$ cat config.mk
export PLATFORM = sky130hd
export DESIGN_NAME = link_irq_ctrl
export DESIGN_NICKNAME = d
export VERILOG_FILES = /design/src/rtl/link_irq_pkg.sv /design/src/rtl/link_energy_mon.sv /design/src/rtl/link_irq_regs.sv /design/src/rtl/link_irq_ctrl.sv
export SDC_FILE = /design/constraint.sdc
export NUM_CORES = 1
export LEC_CHECK = 0
export BUFFER_PORTS_ARGS = -buffer_cell sky130_fd_sc_hd__buf_2
export CAP_MARGIN = 0
export CORE_AREA = 2 2 74 76
export CTS_CLUSTER_DIAMETER = 150
export CTS_CLUSTER_SIZE = 20
export DETAILED_ROUTE_END_ITERATION = 16
export DIE_AREA = 0 0 76 78
export PLACE_DENSITY = 0.85
export SETUP_SLACK_MARGIN = 0.5
export SLEW_MARGIN = 20
export SYNTH_ARGS = -nofsm -noshare
export SYNTH_HDL_FRONTEND = slang
export SYNTH_SLANG_ARGS = --single-unit
$ cat constraint.sdc
create_clock -name clk_i -period 1.8 [get_ports clk_i]
set_input_delay 0 -clock clk_i [delete_from_list [all_inputs] [get_ports clk_i]]
set_output_delay 0 -clock clk_i [all_outputs]
set_load 0.1 [all_outputs]
$ cat src/rtl/link_irq_pkg.sv
package link_irq_pkg;

    localparam int unsigned REG_W    = 16;
    localparam int unsigned N_EVENTS = 7;
    localparam int unsigned SRC_W    = N_EVENTS + 1;
    localparam int unsigned ENERGY_BIT = SRC_W - 1;

    typedef enum logic [1:0] {
        ADDR_SRC  = 2'd0,
        ADDR_MASK = 2'd1,
        ADDR_MODE = 2'd2,
        ADDR_NONE = 2'd3
    } reg_addr_e;

    typedef struct packed {
        logic [SRC_W-1:0] src;
        logic [SRC_W-1:0] mask;
        logic             alt;
    } irq_regs_t;

endpackage

$ cat src/rtl/link_energy_mon.sv
module link_energy_mon #(
    parameter int unsigned CYCLES = 32_000_000
) (
    input  logic clk_i,
    input  logic rst_ni,
    input  logic energy_i,
    output logic on_o,
    output logic rise_o
);
    localparam int unsigned CW = (CYCLES > 1) ? $clog2(CYCLES) : 1;
    localparam logic [CW-1:0] LAST = CW'(CYCLES - 1);

    typedef struct packed {
        logic          on;
        logic [CW-1:0] cnt;
    } emon_t;

    emon_t st_d, st_q;

    always_comb begin
        st_d = st_q;
        if (energy_i) begin
            st_d.on  = 1'b1;
            st_d.cnt = '0;
        end else if (st_q.on) begin
            if (st_q.cnt == LAST) begin
                st_d.on  = 1'b0;
                st_d.cnt = '0;
            end else begin
                st_d.cnt = st_q.cnt + 1'b1;
            end
        end
    end

    always_ff @(posedge clk_i or negedge rst_ni) begin
        if (!rst_ni) begin
            st_q.on  <= 1'b1;
            st_q.cnt <= '0;
        end else begin
            st_q <= st_d;
        end
    end

    assign on_o   = st_q.on;
    assign rise_o = energy_i & ~st_q.on;

    p_energy_return_r5: assert property (@(posedge clk_i) disable iff (!rst_ni)
        energy_i |=> on_o)
        else $error("energy status did not return");

    p_energy_fall_quiet_r5: assert property (@(posedge clk_i) disable iff (!rst_ni)
        $fell(on_o) |-> $past(!energy_i))
        else $error("energy status fell while energy present");

endmodule

$ cat src/rtl/link_irq_regs.sv
module link_irq_regs
    import link_irq_pkg::*;
(
    input  logic             clk_i,
    input  logic             rst_ni,
    input  logic             soft_rst_i,
    input  logic [SRC_W-1:0] set_i,
    input  logic             energy_on_i,
    input  logic [1:0]       addr_i,
    input  logic             wr_i,
    input  logic             rd_i,
    input  logic [REG_W-1:0] wdata_i,
    output logic [SRC_W-1:0] src_o,
    output logic [SRC_W-1:0] mask_o,
    output logic [REG_W-1:0] rdata_o
);
    localparam logic [SRC_W-1:0] VALID = {{N_EVENTS{1'b1}}, 1'b0};

    irq_regs_t r_d, r_q;
    reg_addr_e addr;
    logic      rd_src, wr_mask, wr_mode;
    logic      unused_wdata_hi;

    assign addr            = reg_addr_e'(addr_i);
    assign rd_src          = rd_i && (addr == ADDR_SRC);
    assign wr_mask         = wr_i && (addr == ADDR_MASK);
    assign wr_mode         = wr_i && (addr == ADDR_MODE);
    assign unused_wdata_hi = ^wdata_i[REG_W-1:SRC_W];

    always_comb begin
        r_d = r_q;
        if (rd_src) begin
            r_d.src = '0;
        end
        if (wr_mask && wdata_i[ENERGY_BIT] && !energy_on_i) begin
            r_d.src[ENERGY_BIT] = 1'b0;
        end
        r_d.src = r_d.src | (set_i & VALID);
        if (wr_mask) begin
            r_d.mask = wdata_i[SRC_W-1:0] & VALID;
        end
        if (wr_mode) begin
            r_d.alt = wdata_i[0];
        end
        if (soft_rst_i) begin
            r_d = '0;
        end
    end

    always_ff @(posedge clk_i or negedge rst_ni) begin
        if (!rst_ni) begin
            r_q <= '0;
        end else begin
            r_q <= r_d;
        end
    end

    always_comb begin
        rdata_o = '0;
        unique case (addr)
            ADDR_SRC:  rdata_o[SRC_W-1:0] = r_q.src;
            ADDR_MASK: rdata_o[SRC_W-1:0] = r_q.mask;
            ADDR_MODE: rdata_o[1:0]       = {energy_on_i, r_q.alt};
            default:   rdata_o            = '0;
        endcase
    end

    assign src_o  = r_q.src;
    assign mask_o = r_q.mask;

    for (genvar k = 1; k < SRC_W; k++) begin : g_latch_chk
        p_event_latches_r1: assert property (@(posedge clk_i) disable iff (!rst_ni)
            (set_i[k] && !soft_rst_i) |=> src_o[k])
            else $error("source bit %0d failed to latch", k);
    end

    p_read_clears_r2: assert property (@(posedge clk_i) disable iff (!rst_ni)
        (rd_src && (set_i & VALID) == '0) |=> (src_o == '0))
        else $error("source read did not clear");

    p_upper_zero_r7: assert property (@(posedge clk_i) disable iff (!rst_ni)
        rdata_o[REG_W-1:SRC_W] == '0)
        else $error("upper read bits not zero");

    p_soft_reset_r9: assert property (@(posedge clk_i) disable iff (!rst_ni)
        soft_rst_i |=> (src_o == '0 && mask_o == '0))
        else $error("software reset left state");

endmodule

$ cat src/rtl/link_irq_ctrl.sv
module link_irq_ctrl
    import link_irq_pkg::*;
#(
    parameter int unsigned NOENERGY_CYCLES = 32_000_000
) (
    input  logic        clk_i,
    input  logic        rst_ni,
    input  logic        soft_rst_i,
    input  logic        energy_i,
    input  logic        an_done_i,
    input  logic        rem_fault_i,
    input  logic        link_down_i,
    input  logic        lp_ack_i,
    input  logic        pd_fault_i,
    input  logic        page_rx_i,
    input  logic [1:0]  reg_addr_i,
    input  logic        reg_wr_i,
    input  logic        reg_rd_i,
    input  logic [15:0] reg_wdata_i,
    output logic [15:0] reg_rdata_o,
    output logic        irq_n_o
);
    logic             energy_on, energy_rise;
    logic [SRC_W-1:0] set_vec, src, mask;
    logic             irq_n_d, irq_n_q;

    link_energy_mon #(.CYCLES(NOENERGY_CYCLES)) u_energy (
        .clk_i    (clk_i),
        .rst_ni   (rst_ni),
        .energy_i (energy_i),
        .on_o     (energy_on),
        .rise_o   (energy_rise)
    );

    assign set_vec = {energy_rise, an_done_i, rem_fault_i, link_down_i,
                      lp_ack_i, pd_fault_i, page_rx_i, 1'b0};

    link_irq_regs u_regs (
        .clk_i       (clk_i),
        .rst_ni      (rst_ni),
        .soft_rst_i  (soft_rst_i),
        .set_i       (set_vec),
        .energy_on_i (energy_on),
        .addr_i      (reg_addr_i),
        .wr_i        (reg_wr_i),
        .rd_i        (reg_rd_i),
        .wdata_i     (reg_wdata_i),
        .src_o       (src),
        .mask_o      (mask),
        .rdata_o     (reg_rdata_o)
    );

    always_comb begin
        irq_n_d = ~|(src & mask);
    end

    always_ff @(posedge clk_i or negedge rst_ni) begin
        if (!rst_ni) begin
            irq_n_q <= 1'b1;
        end else begin
            irq_n_q <= irq_n_d;
        end
    end

    assign irq_n_o = irq_n_q;

    p_irq_needs_mask_r3: assert property (@(posedge clk_i) disable iff (!rst_ni)
        !irq_n_o |-> $past(mask != '0))
        else $error("interrupt without any mask bit");

    p_mask_clear_release_r4: assert property (@(posedge clk_i) disable iff (!rst_ni)
        (reg_wr_i && reg_addr_i == 2'd1 && reg_wdata_i[SRC_W-1:1] == '0)
            |=> ##1 irq_n_o)
        else $error("interrupt held after mask cleared");

endmodule

==> results of run 1 <==
-- metal layers --
metal	vias up	track usage	part of all wire
met3	40	0.0558	0.068
li1	1210	-	-
met5	-	0	0
met4	0	0.120	0.047
met2	158	0.497	0.51
met1	1281	0.317	0.37
-- sequential cells by signal, indices dropped and copies added, names as in the netlist --
name           cells
u_energy.st_q     25
u_regs.mask_o      7
u_regs.src_o       7
irq_n_o            1
u_energy.on_o      1
u_regs.r_q         1
-- metrics by stage --
stage,area (µm²),hold WS (ps),util
after floorplan,2630,-296,-
after global placement,3040,-53.4,0.603
after detailed placement,3040,-47.9,0.603
after CTS,3600,3.95,0.714
after global routing,3850,25.2,0.765
final,3850,8.76,0.765
-- final cells by class --
class | count | share of cell area
clock buffer | 6 | 0.0214
clock inverter | 2 | 0.0156
inverter | 5 | 0.00584
multi-input combinational | 210 | 0.424
sequential | 42 | 0.275
tap | 70 | 0.0227
timing repair buffer | 113 | 0.234
timing repair inverter | 1 | 0.00195
-- cells in the mapped netlist (2+ instances only) --
master / number / area (µm²)
and2_1: 3 / 18.8
nor3_1: 6 / 30.0
nand3_1: 16 / 80.1
nor4_2: 2 / 25.0
and3_1: 5 / 31.3
and4_1: 4 / 35.0
or4_1: 4 / 30.0
nand4_1: 6 / 37.5
ha_1: 2 / 25.0
dfstp_2: 2 / 52.6
xnor2_1: 2 / 17.5
buf_2: 3 / 15.0
o211ai_1: 4 / 30.0
nand2_1: 24 / 90.1
nor4_1: 4 / 25.0
a21o_1: 3 / 22.5
nor4_4: 3 / 63.8
a21oi_1: 24 / 120
a22oi_1: 6 / 45.0
nand2b_1: 2 / 12.5
or2_2: 2 / 12.5
o21ai_1: 4 / 20.0
o21ai_0: 8 / 40.0
nor3b_1: 3 / 22.5
o41ai_1: 4 / 35.0
a32o_1: 7 / 70.1
nor2_1: 25 / 93.8
clkbuf_1: 8 / 30.0
or3b_2: 2 / 17.5
inv_1: 4 / 15.0
nor2b_1: 2 / 12.5
buf_4: 8 / 60.1
mux2i_1: 10 / 100
dfrtp_1: 40 / 1000
-- layout by cell type (no fill, tap or decap), types with 4 or more instances in the layout --
cell and n:
buf_4 61, o211ai_1 4, nor2_4 7, nand3_2 4, clkbuf_8 6, a21oi_2 5
a32o_1 7, nor4_4 7, buf_2 23, or4_1 4, a21oi_1 19, mux2i_2 4
o21ai_2 6, a22oi_1 5, o41ai_1 4, and3_1 5, dlygate4sd3_1 14, nand2_1 21
nand3_1 10, mux2i_1 5, buf_6 10, dfrtp_2 4, nor2_1 18, conb_1 8
dfrtp_1 36, nand4_1 6
-- where the power goes --
| part | total (mW) | leakage, nW | switching [mW] | internal, mW |
|---|---|---|---|---|
| Clock | 0.927 | 0.0714 | 0.336 | 0.591 |
| Combinational | 0.367 | 1.08 | 0.258 | 0.109 |
| Sequential | 0.988 | 0.561 | 0.0207 | 0.967 |
| Total | 2.28 | 1.71 | 0.615 | 1.67 |
-- worst max-delay path: cells and delay by family, from the launching register on --
kind,cells,cell delay [ps]
AND/OR/NAND/NOR,3,800
flip-flops,1,400
AO/OA/AOI/OAI,2,400
buffers and inverters,1,180
-- logic make-up after synthesis --
group / after synthesis / synth area share
flip-flops: 42 / 0.425
buffers and inverters: 26 / 0.0560
AND/OR/NAND/NOR: 120 / 0.283
AO/OA/AOI/OAI: 66 / 0.174
XOR/XNOR: 3 / 0.0106
multiplexers: 10 / 0.0403
other: 1 / 0.00151
adder cells (fa/ha/maj): 2 / 0.0101
-- path summary, 6_finish.rpt --
check,from,slack [ps],endpoint,cells after the start
worst max-delay path,u_energy.st_q[20]$_DFFE_PN0P_,-100,u_energy.st_q[7]$_DFFE_PN0P_,6
worst min-delay path,reg_wdata_i[7],9,u_regs.mask_o[7]$_DFFE_PN0P_,3
worst max register to register,u_energy.st_q[20]$_DFFE_PN0P_,-100,u_energy.st_q[7]$_DFFE_PN0P_,6
worst min register to register,u_energy.st_q[24]$_DFFE_PN0P_,530,u_energy.st_q[24]$_DFFE_PN0P_,1
max in group asynchronous,rst_ni,1090,u_energy.on_o$_DFF_PN1_,3
min in group asynchronous,rst_ni,150,u_regs.mask_o[3]$_DFFE_PN0P_,2
-- timing repair --
action	CTS	global route
endpoints found under the hold margin	53	0
gates resized for setup	33	39
setup buffers	16	14
gates cloned	2	0
hold buffers	14	0
endpoints found under the setup margin	30	31
pin swaps	7	16
==> impl_metrics.tcl, run 1 <==
set metrics [dict create \
    insertion_delay_ps 300 \
    fillers 313 \
    crit_path_top_delay_cell "or4_4" \
    crit_fanout 5 \
    numCtsBuffers 5 \
    syn-cell-area_um2 2480 \
    grt_max_degree 28 \
    p_per_area_nw_per_um2 592 \
    ys_seq_area_frac 0.425 \
    max_clock_freq_ghz 0.527 \
    ys_types 52 \
    critPathArrivalTime_ps 2080 \
    required_ps 1990 \
    grt_usage 0.275 \
    num_io_pins 47 \
    synth_edf_count 0 \
    grt_remaining_overflow 0 \
    clk_pin_slew_ps 80 \
    synth_seq_cells 42 \
    io_buffers 30 \
    critPathLaunchType "flop" \
    htree_levels 2 \
    finalPower_mw 2.28 \
    ir_worst_vdd_mv 0.403 \
    fin_ws_ps -95.9 \
    vias 2689 \
    dpl.hpwl_um 4530 \
    multi_input_area_um2 1640 \
    coreArea_um2 5040 \
    root_buffer "clkbuf_8" \
    maxSlewViolCount 0 \
    maxCapViolCount 0 \
    drt_pass1_iterations 4 \
    regArea_um2 1060 \
    fin_skew_ps 5.16 \
    grt_pass1_wl_um 12900 \
    cts_tree "built" \
    nets 410 \
    start_util 0.492 \
    drive_gt1_frac 0.456 \
    clockBufferDepth 2 \
    antenna_found_initial 0 \
    finalHoldViolations 0 \
    violations "negative setup slack" \
    gp_congestion 0.928 \
    leakage_nw 1.71 \
    cp_cell_sequence "or4_4 > nor4_4 > buf_4 > nand2_4 > a21o_1 > a32o_1" \
    setup_tns_ps -905 \
    ys.flop_type "dfrtp_1" \
    synthCells 270 \
    dieArea_um2 5930 \
    final_cells 449 \
    wirelength_um 8700 \
    grt_pass1_vias 2643 \
    synthArstFlopShare 1.00 \
    place_ws_ps -84.7 \
    antennaDiodeCount 0 \
    outcome "finished, violations left" \
    rsz0062_at_grt "true" \
    yosysWarnings 0 \
    die_y_um 78 \
    via_per_inst 5.99 \
    period_share 1.05 \
    setup_violations 15 \
    drc 0 \
    die_w_um 76 \
    ant_nets 0 \
    hp-class "in2reg" \
    dp_cells 395 \
    drtIter0Drc 190 \
    end_kind "flop" \
    wl_per_cell_um 19.4 \
    max_stage_delay_ps 580 \
    period_needed_ps 1900 \
    numClockSinks 42 \
    syn_avg_cell_area_um2 9.19 \
    areaGrowthSynthToFinish_pct 55.4 \
    rows 26 \
    worstSetupPathType "reg2reg" \
]
(Power assumes the default switching activity.)
==> inputs of run 2 (changes only) <==
Settings changed: CORE_AREA 2 2 74 76 to 2 2 71 73, DIE_AREA 0 0 76 78 to 0 0 73 75, PLACE_DENSITY 0.85 to 0.88.
Clock period 1.8 ns to 1.75 ns, I/O delays scaled along.
==> run 2 against run 1 <==
  * Total power increased by 2.9%
  * Critical path depth unchanged
  * Critical path type unchanged
  * Final cell count decreased by 6.0%
  * Highest routed layer unchanged
  * Fmax up 1.3%
  * First-iteration DRC count decreased by 4.2%
  * Count of clock-buffer cells in the layout is the same
  * Routed wire length is 7.0% lower
  * Clock power is 2.2% higher
  * The flow still finishes with violations (negative setup slack)
  * Die area decreased by 7.6%
==> impl_metrics.tcl, run 2 (synthesis gave the netlist of run 1 again) <==
set metrics [dict create \
    hp-class "in2reg" \
    cts_tree "built" \
    finalHoldViolations 0 \
    wirelength_um 8090 \
    die_w_um 73 \
    wl_per_cell_um 19.2 \
    top_register "u_energy.st_q" \
    critPathArrivalTime_ps 2070 \
    clk_pin_slew_ps 80 \
    ant_nets 0 \
    gp_congestion 0.932 \
    maxSlewViolCount 0 \
    numClockSinks 42 \
    clockBufferDepth 2 \
    max_clock_freq_ghz 0.534 \
    crit_fanout 5 \
    coreArea_um2 4660 \
    via_per_inst 6.25 \
    holdWs_ps 58.7 \
    regArea_um2 1050 \
    drt_pass1_iterations 6 \
    dpl.hpwl_um 4750 \
    finalPower_mw 2.35 \
    ir_worst_vdd_mv 0.588 \
    num_io_pins 47 \
    p_seq_frac 0.432 \
    antenna_found_initial 0 \
    grt_pass1_wl_um 12300 \
    maxCapViolCount 0 \
    critPathLaunchType "flop" \
    drtIter0Drc 182 \
    drive_gt1_frac 0.443 \
    outcome "finished, violations left" \
    fin_skew_ps 4.38 \
    period_share 1.07 \
    setup_tns_ps -1460 \
    fin_ws_ps -122 \
    place_ws_ps -181 \
    io_buffers 30 \
    root_buffer "clkbuf_8" \
    antennaDiodeCount 0 \
    dieArea_um2 5480 \
    final_cells 422 \
    fillers 283 \
    drc 0 \
    vias 2636 \
    p_per_area_nw_per_um2 627 \
    setup_violations 19 \
    dpl_cell_area_um2 3070 \
    netSwitchingPower_uw 629 \
    die_y_um 75 \
    layout_common_cells "buf_4 (50), dfrtp_1 (39), nand2_1 (22)" \
    rows 25 \
    largest_reg_flops 25 \
    combPwrFrac 0.164 \
    period_needed_ps 1870 \
    multi_input_area_um2 1630 \
    dp_cells 387 \
    grt_remaining_overflow 0 \
    leakage_nw 1.64 \
    design_area_um2 3740 \
    nets 399 \
    violations "negative setup slack" \
    start_util 0.532 \
    p_clk_frac 0.404 \
    grt_usage 0.295 \
    final_common_cell "buf_4" \
    areaGrowthSynthToFinish_pct 50.9 \
    insertion_delay_ps 300 \
    required_ps 1940 \
    post-route-util 0.803 \
    numCtsBuffers 5 \
    rsz0062_at_grt "true" \
    sw_frac_of_total 0.268 \
    grt_max_degree 29 \
    end_kind "flop" \
    p_int_mw 1.72 \
    worstSetupPathType "reg2reg" \
    grt_pass1_vias 2628 \
    htree_levels 2 \
]
run 2: cell type report:
type	count	share of cell area
multi-input cells	210	0.436
flip-flops and latches	42	0.282
repair buffers	103	0.221
clock buffers	6	0.0221
well taps	54	0.0180
clock inverters	2	0.0160
inverters	5	0.00501
run 2: metal layers:
layer,track usage,vias up,wire [µm]
met5,0,-,0
met4,0.105,0,186
met3,0.0482,25,463
met2,0.536,133,4260
met1,0.354,1291,3180
li1,-,1187,-
run 2: power by group through the flow:
stage                     Combinational [mW]  Sequential [mW]  Clock [mW]
after global routing                   0.406             1.02        1.01
after floorplan                        0.231             1.04           0
after detailed placement               0.317             1.03           0
after global placement                 0.310             1.03           0
final                                  0.385             1.01       0.947
after CTS                              0.360             1.01       0.959
run 2: repair_timing:
action | CTS | global route
hold endpoints to repair | 28 | 0
cloned | 1 | 0
hold buffers | 15 | 0
setup endpoints to repair | 33 | 36
setup buffers | 6 | 5
gates resized for setup | 32 | 41
pin swaps | 8 | 25
run 2: final timing paths:
check                                                 to                     startpoint  slack [ps]  cells after the start
max                         u_energy.st_q[7]$_DFFE_PN0P_  u_energy.st_q[16]$_DFFE_PN0P_        -120                      6
min                            u_regs.src_o[2]$_DFF_PN0_                     soft_rst_i          60                      2
max reg2reg                 u_energy.st_q[7]$_DFFE_PN0P_  u_energy.st_q[16]$_DFFE_PN0P_        -120                      6
min reg2reg                u_energy.st_q[24]$_DFFE_PN0P_  u_energy.st_q[24]$_DFFE_PN0P_         520                      1
max in group asynchronous              irq_n_o$_DFF_PN1_                         rst_ni         870                      3
min in group asynchronous      u_regs.r_q[0]$_DFFE_PN0P_                         rst_ni         150                      2
run 2: worst max-delay path: stages (launching register included):
cell and delay [ps]:
dfrtp_1 390, or4_4 580, nor4_4 160, buf_6 170
nand2_4 80, a21o_1 180, a32o_1 210
